File: config.mk
export PLATFORM = sky130hd
export DESIGN_NAME = prefix_match_array
export DESIGN_NICKNAME = d
export VERILOG_FILES = /design/src/rtl/pma_pkg.sv /design/src/rtl/pma_entry.sv /design/src/rtl/pma_capture.sv /design/src/rtl/prefix_match_array.sv
export SDC_FILE = /design/constraint.sdc
export NUM_CORES = 2
export LEC_CHECK = 0
export ABC_AREA = 1
export BUFFER_PORTS_ARGS = -buffer_cell sky130_fd_sc_hd__buf_4
export CAP_MARGIN = 25
export CORE_UTILIZATION = 54
export CTS_CLUSTER_SIZE = 30
export DETAILED_ROUTE_END_ITERATION = 12
export PLACE_DENSITY_LB_ADDON = 0.15
export SETUP_SLACK_MARGIN = 0.05
export SLEW_MARGIN = 5
export SYNTH_ARGS = -nofsm -noshare
export SYNTH_HDL_FRONTEND = slang
export SYNTH_SLANG_ARGS = --single-unit
File: constraint.sdc
create_clock -name clk -period 1.32 [get_ports clk]
set_clock_uncertainty 0.15 [all_clocks]
set_input_delay 0.264 -clock clk [delete_from_list [all_inputs] [get_ports clk]]
set_output_delay 0.264 -clock clk [all_outputs]
set_load 0.05 [all_outputs]
File: src/rtl/pma_pkg.sv
package pma_pkg;
  parameter int KEY_W = 32;
  typedef logic [KEY_W-1:0] word_t;

  // A slot covers a key when no masked bit position differs.
  function automatic logic covers_key(input word_t k, input word_t a, input word_t m);
    return ~|((k ^ a) & m);
  endfunction

  // Masked view of a stored mask: invalid slots export zero.
  function automatic word_t export_mask(input logic v, input word_t m);
    return v ? m : '0;
  endfunction
endpackage

File: src/rtl/pma_entry.sv
module pma_entry
  import pma_pkg::*;
#(
  parameter int IDX_W = 4,
  parameter int SLOT  = 0
) (
  input  logic             clk,
  input  logic             rst_n,
  input  logic             wr_en,
  input  logic [IDX_W-1:0] wr_idx,
  input  word_t            wr_addr,
  input  word_t            wr_mask,
  input  logic             wr_valid,
  input  word_t            key,
  output logic             ent_valid,
  output logic             ent_hit,
  output word_t            ent_mask
);
  logic  vld_q;
  word_t addr_q;
  word_t mask_q;
  logic  sel;

  assign sel = wr_en && (wr_idx == IDX_W'(SLOT));

  always_ff @(posedge clk or negedge rst_n) begin
    if (!rst_n) begin
      vld_q  <= 1'b0;
      addr_q <= '0;
      mask_q <= '0;
    end else if (sel) begin
      vld_q  <= wr_valid;
      addr_q <= wr_addr;
      mask_q <= wr_mask;
    end
  end

  assign ent_valid = vld_q;
  assign ent_hit   = vld_q && covers_key(key, addr_q, mask_q);
  assign ent_mask  = export_mask(vld_q, mask_q);

  // a slot not addressed by the write port keeps its contents
  assert_untouched_slot_R9: assert property (@(posedge clk) disable iff (!rst_n)
    !sel |=> ($stable(vld_q) && $stable(addr_q) && $stable(mask_q)));
endmodule

File: src/rtl/pma_capture.sv
module pma_capture
  import pma_pkg::*;
#(
  parameter int ENTRIES = 16
) (
  input  logic                     clk,
  input  logic                     rst_n,
  input  logic                     key_valid,
  input  logic [ENTRIES-1:0]       hit_in,
  input  logic [ENTRIES*KEY_W-1:0] mask_in,
  output logic [ENTRIES-1:0]       hit_vec,
  output logic [ENTRIES*KEY_W-1:0] hit_masks,
  output logic                     key_valid_out
);
  always_ff @(posedge clk or negedge rst_n) begin
    if (!rst_n) begin
      hit_vec       <= '0;
      hit_masks     <= '0;
      key_valid_out <= 1'b0;
    end else begin
      key_valid_out <= key_valid;
      if (key_valid) begin
        hit_vec   <= hit_in;
        hit_masks <= mask_in;
      end
    end
  end

  // result strobe follows the key strobe by one cycle
  assert_strobe_follows_R2: assert property (@(posedge clk) disable iff (!rst_n)
    key_valid |=> key_valid_out);
  assert_strobe_quiet_R2: assert property (@(posedge clk) disable iff (!rst_n)
    !key_valid |=> !key_valid_out);
  // captured results hold between lookups
  assert_result_hold_R7: assert property (@(posedge clk) disable iff (!rst_n)
    !key_valid |=> ($stable(hit_vec) && $stable(hit_masks)));
endmodule

File: src/rtl/prefix_match_array.sv
module prefix_match_array
  import pma_pkg::*;
#(
  parameter int ENTRIES = 16
) (
  input  logic                             clk,
  input  logic                             rst_n,
  input  logic                             wr_en,
  input  logic [$clog2(ENTRIES)-1:0]       wr_idx,
  input  logic [KEY_W-1:0]                 wr_addr,
  input  logic [KEY_W-1:0]                 wr_mask,
  input  logic                             wr_valid,
  input  logic                             key_valid,
  input  logic [KEY_W-1:0]                 key,
  output logic [ENTRIES-1:0]               hit_vec,
  output logic [ENTRIES*KEY_W-1:0]         hit_masks,
  output logic                             key_valid_out
);
  localparam int IDX_W = $clog2(ENTRIES);

  logic [ENTRIES-1:0]       slot_valid;
  logic [ENTRIES-1:0]       slot_hit;
  word_t                    slot_mask [ENTRIES];
  logic [ENTRIES*KEY_W-1:0] mask_bus;

  for (genvar i = 0; i < ENTRIES; i++) begin : g_slot
    pma_entry #(.IDX_W(IDX_W), .SLOT(i)) u_entry (
      .clk      (clk),
      .rst_n    (rst_n),
      .wr_en    (wr_en),
      .wr_idx   (wr_idx),
      .wr_addr  (wr_addr),
      .wr_mask  (wr_mask),
      .wr_valid (wr_valid),
      .key      (key),
      .ent_valid(slot_valid[i]),
      .ent_hit  (slot_hit[i]),
      .ent_mask (slot_mask[i])
    );
    assign mask_bus[i*KEY_W +: KEY_W] = slot_mask[i];

    // an invalid slot reports no hit after the lookup
    assert_invalid_quiet_R5: assert property (@(posedge clk) disable iff (!rst_n)
      (key_valid && !slot_valid[i]) |=> !hit_vec[i]);
    // a valid slot with an empty mask catches every key
    assert_empty_mask_hits_R4: assert property (@(posedge clk) disable iff (!rst_n)
      (key_valid && slot_valid[i] && slot_mask[i] == '0) |=> hit_vec[i]);
  end

  pma_capture #(.ENTRIES(ENTRIES)) u_capture (
    .clk          (clk),
    .rst_n        (rst_n),
    .key_valid    (key_valid),
    .hit_in       (slot_hit),
    .mask_in      (mask_bus),
    .hit_vec      (hit_vec),
    .hit_masks    (hit_masks),
    .key_valid_out(key_valid_out)
  );
endmodule

==> metrics.csv <==
metric,value,unit
fmax,525,MHz
CTS H-tree depth,4,
crit path DAT,1.49,ns
Die Y,355,µm
Pins Over Slew Limit,0,
min-delay src,wr_idx[2],
"antenna viol nets, final",0,
Cell variety after synth,25,
DRC violations left,0,
Avg WL per Cell,21.4,µm
reg2reg start,g_slot[0].u_entry.addr_q[13]$_DFFE_PN0P_,
CP Capture Type,primary output,
Clock Tree Buf Depth,3,
Worst EP required,0.91,ns
RSZ-0062 raised after global routing,true,
CTS Buf Count,163,
Skew-Pair Late Insertion Delay,0.81,ns
vias in the first global route,60400,
post-DR vias/cell,5.57,
Starting Density,54.8,%
"non-filler cells, final",11300,
Leak,47.2,nW
sequential fraction of the synthesis area,58.5,%
global-route usage over all layers,37.4,%
peak supply drop,0.00156,V
failing checks,"hold timing, setup timing",
relative slew slack,60.4,%
"Slowest-stage cell, CP",dfrtp_2,
IO Count,634,
Port Buffer Count,633,
final wirelength,243000,µm
CTS tree,built,
crit path buf inv count,1,
outcome,"finished, violations left",
Worst-Margin Slew,0.594,ns
total overflow reported by the global router,0,
Hold Path Class,in -> reg,
final hold slack,-0.00245,ns
"Critical Path, Cell by Cell",buf_6,
DRT Pass-1 Iters,7,
setup TNS,-248.22,ns
Min-Delay Endpoint,g_slot[3].u_entry.addr_q[12]$_DFFE_PN0P_,
storage element area,0.0393,mm²
Fillers,8144,
min Tclk post-route,1.91,ns
root buffer cell,clkbuf_16,
Critical Path Start Type,flop,
Syn-to-layout area delta,39.6,%
Placed Cells,10600,
Synth Warn #,0,
Final Hold Vio Count,1,
Critical Path Max Stage Delay,0.49,ns
layout cells sized above 1,28.3,%
crit-path max FO,2,
cell area after synthesis,0.0671,mm²
Placeable Area,0.123,mm²
row cnt,128,
power per cell area,1730,mW/mm²
reg2reg end,u_capture.hit_vec[0]$_DFFE_PN0P_,
max cap viols,0,
multi-input logic area,0.0251,mm²
type of the worst setup path,reg -> out,
R2R Setup Slk,-0.22,ns
Reg2Reg Depth,8,
Final setup viols,545,
Mapped Cells,7958,
Die Footprint,0.126,mm²
die width,355,µm
initial antenna violation count,16,
GP Congestion,0.964,
HPWL Detailed,166000,µm
setup ws final,-0.586,ns
WHS Path Cells,6,
first-pass GRT wire length,357000,µm
"Reg clk slew, reported paths",0.06,ns
final worst-path cycle share,144,%
critical path's top delay family,flip-flops,
largest net degree at the start of global routing,95,
Num Clock Sinks,1569,
critical path startpoint,u_capture.hit_masks[479]$_DFFE_PN0P_,
DR iter-0 viols,7303,
net count reported at finish,9682,
syn nets,8063,
Synth Register Bits,1569,
Avg Inst Size Synth,8.43,µm²
DR vias,63200,
==> timing repair <==
action / 4_1_cts / 5_1_grt
gates resized for setup: 843 / 238
setup endpoints to repair: 653 / 1004
cloned: 1 / 6
hold buffers: 102 / 2
setup buffers: 203 / 149
hold endpoints to repair: 2649 / 32
pin swaps: 119 / 121
==> logic make-up after synthesis <==
group,after synthesis,share of synthesized area (%)
simple gates,3777,23.0
flops,1569,58.5
compound gates,1467,11.6
buf+inv,1135,6.83
xor+xnor,10,0.131
==> tightest hold or removal path: cells and delay by family <==
family,cells,cell delay (ns)
simple gates,3,0.30
buf+inv,2,0.27
compound gates,1,0.06
==> cell usage in the layout, fill, tap and decap left out, types with 86 or more instances in the layout <==
| cell type | n |
|---|---|
| nand2_1 | 2602 |
| a21oi_1 | 86 |
| buf_12 | 161 |
| dlygate4sd3_1 | 94 |
| clkbuf_16 | 171 |
| inv_1 | 578 |
| nand3_1 | 499 |
| nor2_1 | 172 |
| a22o_1 | 93 |
| o21ai_1 | 104 |
| dfrtp_1 | 1509 |
| o21ai_0 | 1153 |
| nand3_2 | 137 |
| buf_6 | 529 |
| buf_4 | 1148 |
| nand2_2 | 91 |
==> synth_stat cells (all sizes together) <==
cell type     n  share of area [%]
inv         627                3.5
clkinv        2              0.011
nand2      2706                 15
dfrtp      1569                 59
clkbuf      277                1.5
nand3       644                4.8
o21bai        3              0.034
a22o         93                1.2
buf         229                1.8
or2         151                1.4
nand3b        3              0.034
nor3          3              0.054
o21ai      1261                9.4
a21oi       106               0.86
nor2        270                1.5
a31oi         4              0.037
xor2         10               0.13
==> worst max-delay path by stage <==
stage                                                 to  cells after the start
2_1_floorplan  g_slot[15].u_entry.mask_q[15]$_DFFE_PN0P_                      7
3_3_place_gp            u_capture.hit_vec[7]$_DFFE_PN0P_                     12
3_5_place_dp            u_capture.hit_vec[7]$_DFFE_PN0P_                     12
4_1_cts                                   hit_masks[460]                      1
5_1_grt                                   hit_masks[461]                      1
6_report                                  hit_masks[479]                      1
==> power by group <==
part           internal [mW]  total (mW)  switching, mW
sequential              57.7        65.2           7.49
combinational           19.9        48.8           28.9
clock                   28.4        48.2           19.8
total                    106         162           56.2
==> metrics by stage <==
stage	utilization (%)	setup slack (ns)	cell area [µm²]	power (mW)
floorplan	-	-0.0939	68100	86.9
global placement	66.0	-0.715	80800	105
detailed placement	66.0	-0.700	80800	106
CTS	74.9	-0.593	91800	159
global route	76.4	-0.595	93600	169
finish	76.4	-0.586	93700	162
==> per-layer routing <==
metal | up-vias | track usage (%) | part of all wire, %
met3 | 613 | 8.51 | 10
met5 | - | 0 | 0.023
met1 | 30600 | 52.2 | 40
li1 | 28600 | - | -
met4 | 8 | 18.8 | 5.4
met2 | 3350 | 55.1 | 44
==> sequential cells by signal, indices dropped and copies added (netlist names) <==
signal	count
g_slot.u_entry.addr_q	512
g_slot.u_entry.mask_q	512
u_capture.hit_masks	512
g_slot.u_entry.ent_valid	16
u_capture.hit_vec	16
u_capture.key_valid_out	1
==> final cells by class <==
| type | count | share of cell area [%] |
|---|---|---|
| sequential | 1569 | 42.0 |
| multi-input combinational | 5254 | 26.8 |
| timing repair buffer | 1960 | 20.5 |
| clock buffer | 245 | 5.24 |
| inverter | 629 | 2.58 |
| tap | 1625 | 2.17 |
| clock inverter | 46 | 0.701 |
| antenna | 14 | 0.0374 |
(Power assumes the default switching activity.)
